## src/rtl/tss_pkg.sv

```systemverilog
// Package: shared constants and width helpers for the time-multiplexed space switch.
// Assumes: counts passed to idx_w are at least 1.
package tss_pkg;
    localparam int DEF_HWY    = 4;
    localparam int DEF_SLOTS  = 32;
    localparam int SAMPLE_BITS = 8;
    localparam logic [SAMPLE_BITS-1:0] DEF_IDLE = 8'hFF;

    // Index width for a count, never below one bit.
    function automatic int idx_w(input int n);
        return (n > 1) ? $clog2(n) : 1;
    endfunction
endpackage

```

## src/rtl/tss_slot_counter.sv

```systemverilog
// Module: slot counter. Gives the slot number of the current cycle.
// A strobe forces slot 0; otherwise the count advances and wraps after the last slot.
// Assumes: NUM_SLOTS >= 2.
module tss_slot_counter #(
    parameter int NUM_SLOTS = 32,
    parameter int SLOT_W    = 5
) (
    input  logic              clk,
    input  logic              rst_n,
    input  logic              frame_sync_i,
    output logic [SLOT_W-1:0] slot_o,
    output logic              last_o
);
    localparam logic [SLOT_W-1:0] LAST = SLOT_W'(NUM_SLOTS - 1);

    logic [SLOT_W-1:0] slot_q;

    // Current slot: strobe overrides the stored count.
    always_comb begin
        slot_o = frame_sync_i ? '0 : slot_q;
        last_o = (slot_o == LAST);
    end

    // Store the slot expected in the next cycle.
    always_ff @(posedge clk) begin
        if (!rst_n)      slot_q <= '0;
        else if (last_o) slot_q <= '0;
        else             slot_q <= slot_o + SLOT_W'(1);
    end

    // the cycle after a strobe is slot 1.
    assert_after_strobe_R2: assert property (@(posedge clk) disable iff (!rst_n)
        frame_sync_i |=> (slot_q == SLOT_W'(1)));

    // the cycle after the last slot without a strobe is slot 0.
    assert_wrap_R3: assert property (@(posedge clk) disable iff (!rst_n)
        (!frame_sync_i && slot_q == LAST) |=> (slot_q == '0));

    // the count never leaves the frame.
    assert_slot_range_R3: assert property (@(posedge clk) disable iff (!rst_n)
        slot_q <= LAST);
endmodule

```

## src/rtl/tss_conn_mem.sv

```systemverilog
// Module: connection memory for one outgoing highway.
// The host writes a shadow copy; the shadow is copied into the active copy
// on the edge that ends the last slot. A write in that cycle goes into the copy.
// Assumes: the read address is always below NUM_SLOTS.
module tss_conn_mem #(
    parameter int NUM_SLOTS = 32,
    parameter int SLOT_W    = 5,
    parameter int COL_W     = 2,
    parameter int WORD_W    = 3,
    parameter int COL_IDX   = 0
) (
    input  logic              clk,
    input  logic              rst_n,
    input  logic              wr_en_i,
    input  logic [COL_W-1:0]  wr_col_i,
    input  logic [SLOT_W-1:0] wr_slot_i,
    input  logic [WORD_W-1:0] wr_word_i,
    input  logic              swap_i,
    input  logic [SLOT_W-1:0] rd_slot_i,
    output logic [WORD_W-1:0] rd_word_o
);
    logic [WORD_W-1:0] shadow_q [NUM_SLOTS];
    logic [WORD_W-1:0] active_q [NUM_SLOTS];
    logic [NUM_SLOTS*WORD_W-1:0] active_flat;
    logic hit;

    // Decode a host write aimed at this column and a valid slot.
    always_comb begin
        hit = wr_en_i && (wr_col_i == COL_W'(COL_IDX))
              && ({1'b0, wr_slot_i} < (SLOT_W+1)'(NUM_SLOTS));
    end

    // Shadow copy: host writes land here.
    always_ff @(posedge clk) begin
        if (!rst_n) begin
            for (int s = 0; s < NUM_SLOTS; s++) shadow_q[s] <= '0;
        end else if (hit) begin
            shadow_q[wr_slot_i] <= wr_word_i;
        end
    end

    // Active copy: refreshed from the shadow at the frame boundary.
    always_ff @(posedge clk) begin
        if (!rst_n) begin
            for (int s = 0; s < NUM_SLOTS; s++) active_q[s] <= '0;
        end else if (swap_i) begin
            for (int s = 0; s < NUM_SLOTS; s++)
                active_q[s] <= (hit && wr_slot_i == SLOT_W'(s)) ? wr_word_i : shadow_q[s];
        end
    end

    // Read the active word for the current slot.
    always_comb begin
        rd_word_o = active_q[rd_slot_i];
    end

    // Flatten the active copy for the stability check.
    always_comb begin
        for (int s = 0; s < NUM_SLOTS; s++)
            active_flat[s*WORD_W +: WORD_W] = active_q[s];
    end

    // the active map changes only on a frame-boundary edge.
    assert_hold_map_R5: assert property (@(posedge clk) disable iff (!rst_n)
        !swap_i |=> $stable(active_flat));

    // a write in the boundary cycle is in force right after it.
    assert_late_write_R7: assert property (@(posedge clk) disable iff (!rst_n)
        (swap_i && hit && wr_slot_i == rd_slot_i) |=> (active_q[$past(wr_slot_i)] == $past(wr_word_i)));
endmodule

```

## src/rtl/tss_xpoint_col.sv

```systemverilog
// Module: one crosspoint column with its output register.
// Closes at most one crosspoint per slot, chosen by the connection word;
// a clear enable bit or an out-of-range inlet gives the idle code.
// Assumes: the inlet field is the low COL_W bits, the enable bit just above.
module tss_xpoint_col #(
    parameter int NUM_HWY  = 4,
    parameter int SAMPLE_W = 8,
    parameter int COL_W    = 2,
    parameter logic [SAMPLE_W-1:0] IDLE = 8'hFF
) (
    input  logic                        clk,
    input  logic                        rst_n,
    input  logic [NUM_HWY*SAMPLE_W-1:0] in_bus_i,
    input  logic [COL_W:0]              word_i,
    output logic [SAMPLE_W-1:0]         out_o
);
    logic [COL_W-1:0]    sel;
    logic                closed;
    logic [SAMPLE_W-1:0] pick;

    // Split the word and select the inlet sample.
    always_comb begin
        sel    = word_i[COL_W-1:0];
        closed = word_i[COL_W] && ({1'b0, sel} < (COL_W+1)'(NUM_HWY));
        pick   = IDLE;
        for (int h = 0; h < NUM_HWY; h++)
            if (closed && sel == COL_W'(h)) pick = in_bus_i[h*SAMPLE_W +: SAMPLE_W];
    end

    // Register the outlet sample.
    always_ff @(posedge clk) begin
        if (!rst_n) out_o <= IDLE;
        else        out_o <= pick;
    end

    // a disabled word yields the idle code one clock later.
    assert_idle_out_R6: assert property (@(posedge clk) disable iff (!rst_n)
        !word_i[COL_W] |=> (out_o == IDLE));

    // an enabled word passes the chosen inlet sample one clock later.
    assert_pass_R4: assert property (@(posedge clk) disable iff (!rst_n)
        (word_i[COL_W] && {1'b0, sel} < (COL_W+1)'(NUM_HWY))
        |=> (out_o == $past(in_bus_i[sel*SAMPLE_W +: SAMPLE_W])));
endmodule

```

## src/rtl/tdm_space_switch.sv

```systemverilog
// Module: time-multiplexed space switch, top level.
// N inlets to N outlets per slot; one connection memory per outlet,
// addressed by the slot number; maps swap at the frame boundary.
// Assumes: NUM_HWY >= 2, NUM_SLOTS >= 2; samples keep their slot.
module tdm_space_switch
    import tss_pkg::*;
#(
    parameter int NUM_HWY   = DEF_HWY,
    parameter int NUM_SLOTS = DEF_SLOTS,
    parameter int SAMPLE_W  = SAMPLE_BITS,
    parameter logic [SAMPLE_W-1:0] IDLE = DEF_IDLE,
    localparam int COL_W    = idx_w(NUM_HWY),
    localparam int SLOT_W   = idx_w(NUM_SLOTS),
    localparam int WORD_W   = COL_W + 1
) (
    input  logic                        clk,
    input  logic                        rst_n,
    input  logic                        frame_sync,
    input  logic [NUM_HWY*SAMPLE_W-1:0] hwy_in,
    output logic [NUM_HWY*SAMPLE_W-1:0] hwy_out,
    input  logic                        cfg_wr,
    input  logic [COL_W-1:0]            cfg_col,
    input  logic [SLOT_W-1:0]           cfg_slot,
    input  logic [WORD_W-1:0]           cfg_word
);
    logic [SLOT_W-1:0] slot;
    logic              last_slot;

    tss_slot_counter #(
        .NUM_SLOTS (NUM_SLOTS),
        .SLOT_W    (SLOT_W)
    ) u_slot (
        .clk          (clk),
        .rst_n        (rst_n),
        .frame_sync_i (frame_sync),
        .slot_o       (slot),
        .last_o       (last_slot)
    );

    for (genvar c = 0; c < NUM_HWY; c++) begin : g_col
        logic [WORD_W-1:0] word;

        tss_conn_mem #(
            .NUM_SLOTS (NUM_SLOTS),
            .SLOT_W    (SLOT_W),
            .COL_W     (COL_W),
            .WORD_W    (WORD_W),
            .COL_IDX   (c)
        ) u_cm (
            .clk       (clk),
            .rst_n     (rst_n),
            .wr_en_i   (cfg_wr),
            .wr_col_i  (cfg_col),
            .wr_slot_i (cfg_slot),
            .wr_word_i (cfg_word),
            .swap_i    (last_slot),
            .rd_slot_i (slot),
            .rd_word_o (word)
        );

        tss_xpoint_col #(
            .NUM_HWY  (NUM_HWY),
            .SAMPLE_W (SAMPLE_W),
            .COL_W    (COL_W),
            .IDLE     (IDLE)
        ) u_xp (
            .clk      (clk),
            .rst_n    (rst_n),
            .in_bus_i (hwy_in),
            .word_i   (word),
            .out_o    (hwy_out[c*SAMPLE_W +: SAMPLE_W])
        );
    end

    // the cycle after reset every outlet is idle.
    assert_reset_idle_R1: assert property (@(posedge clk)
        !rst_n |=> (hwy_out == {NUM_HWY{IDLE}}));
endmodule

```

## config.mk

```make
export PLATFORM = sky130hd
export DESIGN_NAME = tdm_space_switch
export DESIGN_NICKNAME = d
export VERILOG_FILES = /design/src/rtl/tss_pkg.sv /design/src/rtl/tss_slot_counter.sv /design/src/rtl/tss_conn_mem.sv /design/src/rtl/tss_xpoint_col.sv /design/src/rtl/tdm_space_switch.sv
export SDC_FILE = /design/constraint.sdc
export NUM_CORES = 1
export LEC_CHECK = 0
export BUFFER_PORTS_ARGS = -buffer_cell sky130_fd_sc_hd__buf_2
export CAP_MARGIN = 25
export CORE_MARGIN = 5
export CORE_UTILIZATION = 45
export DETAILED_ROUTE_END_ITERATION = 10
export GPL_TIMING_DRIVEN = 0
export PLACE_DENSITY = 0.66
export SKIP_CTS_REPAIR_TIMING = 1
export SLEW_MARGIN = 20
export SYNTH_ARGS = -nofsm -noshare
export SYNTH_HDL_FRONTEND = slang
export SYNTH_SLANG_ARGS = --single-unit
```

## constraint.sdc

```tcl
create_clock -name clk -period 33.3 [get_ports clk]
set_input_delay 0 -clock clk [delete_from_list [all_inputs] [get_ports clk]]
set_output_delay 0 -clock clk [all_outputs]
set_load 0.01 [all_outputs]
```

==> impl.org, run 1 <==
** Outcome
- The run finished with clean final reports.

** Routing
- Vias/cell :: approximately 6.4
- Dividing the detail-routed wire length by the instance count gives a little over 30 um.
- The pre-antenna-repair detailed-routing pass consisted of 10 iterations.
- The detail route stage leaves a number of antenna-violating nets equal to 0.
- Total wire length :: approximately 140000 um
- Vias after detailed routing :: between 20000 and 30000
- After detailed routing, the number of remaining DRC violations is 0.
- Detailed Route Iter0 Violations :: approximately 4900

** Placed design
- Setup Slack @ Placement :: 28.40 ns
- Placed instance area :: slightly below 40000 um^2
- Global placer's final weighted congestion :: 0.999
- Once detailed placement completed, the half-perimeter wirelength came to 93200 um.
- Number of input and output port buffers inserted :: 76
- In this run, placement finished with an instance count of 4203.

** Synthesis
- Synthesis produced roughly 3100 cells.
- Primary FF master, synth :: sky130_fd_sc_hd__edfxtp_1
- After synthesis, the cell types taking the most area are sky130_fd_sc_hd__edfxtp_1 (63%), sky130_fd_sc_hd__nand2_1 (5.4%), sky130_fd_sc_hd__nor2_1 (4.5%).
- During synthesis, Yosys emitted a total of 0 warnings.
- The most common cell in the synthesized netlist is sky130_fd_sc_hd__edfxtp_1.
- Fraction of registers with async set/reset :: 0%
- Post-synthesis instance area :: around 36000 um^2
- Yosys mapped the design onto 82 distinct sky130hd cell types.
- The top cell type by area accounts for 63.3% of the synthesized area.
- Seq cells post-synth :: roughly 810
- Post-synth top area cell :: sky130_fd_sc_hd__edfxtp_1
- Syn Nets :: 3098
- Register area share after synthesis :: 65.3%
- Yosys mapped a number of flops with a built-in enable equal to between 700 and 800.
- Most frequent cells after synthesis :: sky130_fd_sc_hd__edfxtp_1 (768), sky130_fd_sc_hd__nand2_1 (525), sky130_fd_sc_hd__nor2_1 (436), sky130_fd_sc_hd__a21oi_1 (261), sky130_fd_sc_hd__nand3_1 (183)
- Average instance area after synthesis :: approximately 12 um^2

** Floorplan
- The floorplan step set the die width to between 200 and 300 um.
- Placeable core area :: slightly above 80000 um^2
- Once the floorplan was initialized, standard cells occupied a little under half of the core.
- Count of boundary I/O pins :: around 80
- The die covers 86800 um^2.
- Die span in y :: a little under 300 um
- The initialized floorplan defines approximately 100 standard-cell rows.

** Global routing
- Summed over all layers, the global routing overflow is 0.
- Initial antenna violation count :: 3
- The number of global-route vias before repair came to ~26000.
- Global-route wire length before repair :: ~190000 um
- Global routing used 30.2% of the available tracks.
- Maximum number of pins on one net before global-route repair :: 54

** STA
- Layout Skew :: around 0.032 ns
- Slew headroom :: 18.8%
- Fin Setup TNS :: 0 ns
- Once routing completed, OpenROAD measured the worst setup slack at 28.22 ns.
- Setup repair after global routing left no endpoint under its margin.
- Number of max-slew violations in the final report :: 0
- The final-report hold violation count was 0.
- Timing would allow up to ~200 MHz.
- The smallest clock period supported by the final layout is computed as 5.08 ns.
- Count of endpoints failing setup in the final report :: 0
- Pin slew with the least headroom to its limit :: 1.22 ns
- After layout, the worst path uses 15.3% of the clock period.

** Finish
- Fin nets :: 3339
- Post-route cell area :: 41800 um^2
- Area of combinational cells with multiple inputs :: 11500 um^2
- Sequential cell area :: ~24000 um^2
- Share of layout cells above drive strength 1 :: about 15%
- From synthesis to final layout, the design area changed by 14.7%.
- Non-filler cells, final :: ~4400
- The layout has between 6000 and 7000 filler cells.

** Power
- Portion of total power attributed to combinational logic :: between 8 and 9%
- P_leak :: around 15 nW
- Worst IR Drop VDD :: approximately 0.000033 V
- The clock network burns about two fifths of the power.
- Cell internal pwr :: between 1.5 and 2 mW
- Power spread over the standard cell area amounts to 55.3 nW/um^2.
- Net load switching power :: 0.553 mW
- Switching power as a share of total power :: a little under a quarter
- Overall power after layout :: 2.31 mW
- Sequential share of power :: around half

** Clock tree
- After clock tree synthesis, the clock-pin slew on the worst setup and hold paths is ~0.060 ns.
- The clock reaches the later pin of the worst-skew pair after between 0.6 and 0.7 ns.
- CTS tree :: done
- Maximum number of buffers from clock root to sink :: 3
- Clk sink count :: between 800 and 900
- CTS Root Buffer Type :: sky130_fd_sc_hd__clkbuf_16
- Counting the buffers created by CTS gives approximately 80.
- Number of levels the H-tree was split into :: 3

** Critical path
- The worst setup path is captured at a flop.
- Startpoint types :: flop
- The startpoint identified for the worst register-to-register timing path is u_slot.slot_q[1]$_SDFF_PP0_.
- Along the worst path, the maximum fanout reaches 35.
- The most critical setup path has its startpoint at u_slot.slot_q[1]$_SDFF_PP0_.
- Measured in cells, the most critical reg-to-reg path has a length of 11.
- Crit Path Class :: reg -> reg
- Data on the critical path arrives at its endpoint at 5.41 ns.
- Required time of the worst setup path :: between 30 and 40 ns

** Hold path
- The path class of the tightest hold or removal check is in -> reg.
- The worst hold path begins at cfg_wr.
- The worst hold path passes through 5 cells.

** Run
- MaxCap Viol Count :: 0
area by class of cell:
cell class | instances | share of cell area, %
Buffer | 228 | 2.58
Sequential cell | 805 | 56.9
Tap cell | 1060 | 3.17
Inverter | 33 | 0.296
Timing Repair Buffer | 157 | 3.19
Clock inverter | 37 | 0.973
Clock buffer | 112 | 5.40
Multi-Input combinational cell | 1984 | 27.4
Antenna cell | 2 | 0.0120
per-layer routing:
| metal | part of all wire (%) | GRT usage, % | wire length (um) | vias to the layer above |
|---|---|---|---|---|
| met3 | 15 | 9.19 | 20700 | 529 |
| met1 | 35 | 40.0 | 47100 | 13800 |
| li1 | - | - | - | 11800 |
| met4 | 7.8 | 18.9 | 10500 | 2 |
| met2 | 42 | 43.7 | 57200 | 2383 |
| met5 | 0.0096 | 0 | 13 | - |
power by group through the flow:
| stage | combinational (mW) | clock (mW) | sequential, mW |
|---|---|---|---|
| finish | 0.193 | 0.946 | 1.17 |
| detailed placement | 0.178 | 0 | 1.19 |
| floorplan | 0.0980 | 0 | 1.20 |
| global route | 0.196 | 0.988 | 1.17 |
| global placement | 0.173 | 0 | 1.21 |
| CTS | 0.179 | 0.943 | 1.17 |
cell usage in the layout, fill, tap and decap left out, types with 48 or more instances in the layout:
master and n:
sky130_fd_sc_hd__nand2_1 525, sky130_fd_sc_hd__mux4_2 48, sky130_fd_sc_hd__a21oi_1 261, sky130_fd_sc_hd__buf_2 93
sky130_fd_sc_hd__nor2_1 435, sky130_fd_sc_hd__clkbuf_1 165, sky130_fd_sc_hd__clkbuf_16 85, sky130_fd_sc_hd__edfxtp_1 768
sky130_fd_sc_hd__nand3_1 183, sky130_fd_sc_hd__dlygate4sd3_1 62, sky130_fd_sc_hd__mux2i_1 85, sky130_fd_sc_hd__a31o_2 154
state kept, by name, summed over array words and instances (netlist names):
register,count
g_col.u_cm.active_q,384
u_slot.slot_q,5
g_col.u_xp.out_o,32
g_col.u_cm.shadow_q,384
cells by family after synthesis:
kind of cell / after synthesis / synth area share, %
AOI/OAI and AO/OA: 606 / 11.6
xor gates and xnor gates: 2 / 0.0481
adders and majority gates: 2 / 0.0686
buffers and inverters: 261 / 3.26
DFF: 805 / 65.3
muxes: 153 / 5.94
and+or+nand+nor: 1221 / 13.8
through the flow:
| step | utilization, % | hold WS [ns] |
|---|---|---|
| after floorplan | - | 0.133 |
| after global placement | 47.4 | 0.278 |
| after detailed placement | 47.9 | 0.289 |
| after CTS | 51.2 | -0.377 |
| after global routing | 52.0 | 0.0766 |
| final | 52.0 | 0.0292 |
path summary, 6_finish.rpt:
check,endpoint,slack (ns)
max,g_col[1].u_cm.active_q[11][0]$_SDFFCE_PN0P_,28.22
min,g_col[1].u_cm.active_q[5][1]$_SDFFCE_PN0P_,0.03
max reg2reg,g_col[1].u_cm.active_q[11][0]$_SDFFCE_PN0P_,28.22
min reg2reg,g_col[3].u_cm.active_q[25][0]$_SDFFCE_PN0P_,0.54
critical path: stages (launching register included):
cell	delay, ns
sky130_fd_sc_hd__dfxtp_1	0.38
sky130_fd_sc_hd__nand2b_1	0.15
sky130_fd_sc_hd__inv_1	0.34
sky130_fd_sc_hd__buf_1	0.78
sky130_fd_sc_hd__ha_1	0.34
sky130_fd_sc_hd__and3_1	0.18
sky130_fd_sc_hd__ha_1	0.18
sky130_fd_sc_hd__clkbuf_1	0.87
sky130_fd_sc_hd__nand2b_4	0.68
sky130_fd_sc_hd__buf_12	0.30
sky130_fd_sc_hd__buf_12	0.25
sky130_fd_sc_hd__buf_12	0.24
Power figures use the tool's default switching activity.
==> run 2, diff against run 1 <==
==> constraint.sdc (replaced) <==
create_clock -name clk -period 5.2 [get_ports clk]
set_input_delay 0 -clock clk [delete_from_list [all_inputs] [get_ports clk]]
set_output_delay 0 -clock clk [all_outputs]
set_load 0.01 [all_outputs]
==> impl.org, run 2 (synthesized netlist as in run 1, its figures left out) <==
** Outcome
- Result of the run :: finished with violations
- Failing checks :: negative hold slack

** Routing
- Vias/cell :: between 6 and 7
- Summed over all layers, the routed wires come to 136000 um.
- In this run the remaining antenna-violating nets after routing total 0.
- Drt wl/cell :: about 31 um
- In the routed design, unresolved DRC markers number 0.
- The first detailed-routing pass ran for 6 iterations.
- The detailed router finished its first iteration with approximately 4800 violations.
- Vias after detailed routing :: about 28000

** Critical path
- The worst register-to-register path begins at u_slot.slot_q[2]$_SDFF_PP0_.
- The critical path in this run is classified as reg -> reg.
- Flop-to-flop setup slack :: around 0.18 ns
- Crit Path Max Fanout :: 10
- Counting cells, the worst reg-to-reg path comes to 11.
- At the worst endpoint, the required time is just under 6 ns.
- Arrival time of data at the critical path endpoint :: 5.60 ns
- The endpoint identified for the worst register-to-register timing path is g_col[1].u_xp.out_o[7]$_SDFF_PN1_.
- Cell-by-cell trace of the critical path :: buf_6, buf_4, buf_4, buf_2, mux4_2, mux2i_1, a211oi_1, a41o_1, o211ai_2, o211ai_2, dlygate4sd3_1
- STA classifies the critical path endpoint as a flop.
- The largest individual stage delay along the critical path comes from the cell sky130_fd_sc_hd__buf_2.
- In this design, the stage delay of the slowest critical-path cell is between 0.5 and 0.6 ns.
- Startpoint types :: flop

** STA
- Count of endpoints failing setup in the final report :: 0
- Between clock sinks in the finished design, the worst skew comes to 0.0314 ns.
- Setup repair after global routing left no endpoint under its margin.
- Across all hold checks on the routed design, the worst slack comes to -0.0307 ns.
- For this run, the top clock speed supported by timing is about 200 MHz.
- For the pin with the worst max-slew slack, the measured transition is approximately 1.2 ns.
- Fin Setup TNS :: 0 ns
- Number of max-slew violations in the final report :: 0
- The routed design could run at a clock period as short as about 5.0 ns.
- In this run the tightest slew margin relative to its limit is about a fifth.
- Once routing completed, OpenROAD measured the worst setup slack at about 0.18 ns.
- Share of the clock period used by the worst path :: between 90% and 100%
- The final-report hold violation count is 1.

** Finish
- Summing all flip-flop and latch instances after layout gives between 20000 and 25000 um^2.
- In the final design database the tool counted approximately 3300 nets.
- Share of layout cells above drive strength 1 :: between 10% and 20%
- Commonest non-fill, non-tap cell in the layout :: sky130_fd_sc_hd__edfxtp_1
- Counting the fill cells in the layout gives between 6000 and 7000.
- Area growth from synthesis to layout :: 14.3%
- In the final layout, the multi-input gates occupy around 11000 um^2.
- Post-route cell area :: between 40000 and 50000 um^2
- Regs by FF count :: g_col.u_cm.active_q x384, g_col.u_cm.shadow_q x384, g_col.u_xp.out_o x32
- Measured on the finished design, the core utilization comes to around 52%.
- In the layout the commonest cells are sky130_fd_sc_hd__edfxtp_1 (768), sky130_fd_sc_hd__nand2_1 (525), sky130_fd_sc_hd__nor2_1 (434), sky130_fd_sc_hd__a21oi_1 (261), sky130_fd_sc_hd__nand3_1 (183).

** Hold path
- Hold Crit Class :: in -> reg
- Worst Hold Path Cells :: 5
- Worst hold endpoint :: g_col[1].u_cm.active_q[5][0]$_SDFFCE_PN0P_
- The startpoint identified for the worst hold timing path is cfg_wr.

** Power
- The worst-case IR drop observed on VDD is approximately 0.00023 V.
- Switching power as a share of total power :: between 20% and 30%
- Sequential share of power :: approximately 52%
- Overall power after layout :: 14.5 mW
- P_leak :: about 15 nW
- Clock group share of total power :: roughly 40%
- Cell internal power was estimated by the tool at approximately 11 mW.
- Total power divided by cell area :: ~350 nW/um^2
- In this run the power spent charging and discharging nets is between 3 and 4 mW.
- Portion of total power attributed to combinational logic :: approximately 8.6%

** Global routing
- In the global route stage, overall resource usage came out at 30.2%.
- Maximum number of pins on one net before global-route repair :: 59
- The initial antenna violation count was 2.
- Via count of the first global-routing pass :: approximately 26000
- The first global-routing pass estimated approximately 190000 um of wire.
- After global routing the overflow that remains totals 0.

** Floorplan
- From bottom edge to top edge, the die measures between 200 and 300 um.
- The initial utilization of the core area, before any placement, comes to about 45%.
- The initialized floorplan defines ~100 standard-cell rows.
- The die covers ~87000 um^2.
- Placeable core area :: approximately 80000 um^2
- Count of boundary I/O pins :: between 70 and 80
- Die outline width :: between 200 and 300 um

** Placed design
- Placed instance area :: 38500 um^2
- Buffers placed on the I/O ports in this run total between 70 and 80.
- Dpl hpwl :: 92800 um
- Setup Slack @ Placement :: between 0.5 and 0.6 ns
- Global placer's final weighted congestion :: a little under 1

** Clock tree
- Clk_lat worst skew :: about 0.66 ns
- The clock tree synthesis step divided the H-tree into 3 levels.
- CTS saw 805 sinks.
- In this run the deepest clock path goes through 3 buffers.
- TritonCTS built the clock tree.
- Clock-pin slew was measured on the worst setup and hold paths at 0.06 ns.
- Clock tree synthesis inserted a total of 83 buffers.
- In this run the clock root is driven by a sky130_fd_sc_hd__clkbuf_16.

** Run
- MaxCap Viol Count :: 0
run 2: cell count changes in the layout (fill, tap and decap cells not counted), sizes merged:
| cell | before | now |
|---|---|---|
| buf | 175 | 178 |
| clkinv | 27 | 33 |
| bufinv | 9 | 1 |
| dlygate4sd3 | 62 | 60 |
| clkbuf | 260 | 257 |
| clkinvlp | 1 | 5 |
run 2: metal layers:
| layer | global-route usage, % | vias to the layer above | routed length [um] |
|---|---|---|---|
| met2 | 43.1 | 2373 | 56700 |
| met4 | 21.1 | 2 | 11700 |
| met3 | 10.0 | 583 | 20400 |
| met1 | 38.9 | 13700 | 46700 |
| li1 | - | 11800 | - |
| met5 | 0 | - | 11 |
run 2: final cells by class:
cell class                      instances  share of cell area, %
Antenna cell                            2                 0.0120
Buffer                                228                   2.58
Clock buffer                          109                   5.50
Clock inverter                         39                  0.537
Inverter                               33                  0.297
Multi-Input combinational cell       1984                   27.5
Sequential cell                       805                   57.1
Tap cell                             1060                   3.18
Timing Repair Buffer                  158                   3.25
run 2: worst max-delay path by stage:
stage               slack [ns]                        start  cells after the start                                           to
detailed placement        0.54  u_slot.slot_q[2]$_SDFF_PP0_                     11  g_col[2].u_cm.active_q[29][2]$_SDFFCE_PN0P_
floorplan                 0.29  u_slot.slot_q[0]$_SDFF_PP0_                     10   g_col[0].u_cm.active_q[0][0]$_SDFFCE_PN0P_
global placement         -2.65                   frame_sync                     10  g_col[1].u_cm.active_q[11][0]$_SDFFCE_PN0P_
global route              0.32  u_slot.slot_q[2]$_SDFF_PP0_                     11            g_col[3].u_xp.out_o[3]$_SDFF_PN1_
finish                    0.18  u_slot.slot_q[2]$_SDFF_PP0_                     11            g_col[1].u_xp.out_o[7]$_SDFF_PN1_
CTS                       0.53  u_slot.slot_q[2]$_SDFF_PP0_                     11  g_col[0].u_cm.active_q[19][2]$_SDFFCE_PN0P_
run 2: power by group through the flow:
stage,clock (mW),combinational (mW),sequential [mW]
after detailed placement,0,1.14,7.63
final,5.73,1.24,7.50
after global placement,0,1.11,7.65
after global routing,5.97,1.26,7.52
after floorplan,0,0.628,7.62
after CTS,5.70,1.14,7.50
run 2: worst max-delay path, delay by kind of cell (launching register included):
family	cells	cell delay, ns
buffers and inverters	5	2.35
AOI/OAI and AO/OA	4	1.55
DFF	1	0.52
muxes	2	0.48
run 2: metrics by stage:
| stage | hold slack, ns | cells |
|---|---|---|
| floorplan | 0.133 | 3050 |
| global placement | 0.287 | 4186 |
| detailed placement | 0.292 | 4201 |
| CTS | -0.382 | 4349 |
| global route | 0.00364 | 4416 |
| finish | -0.0307 | 4418 |
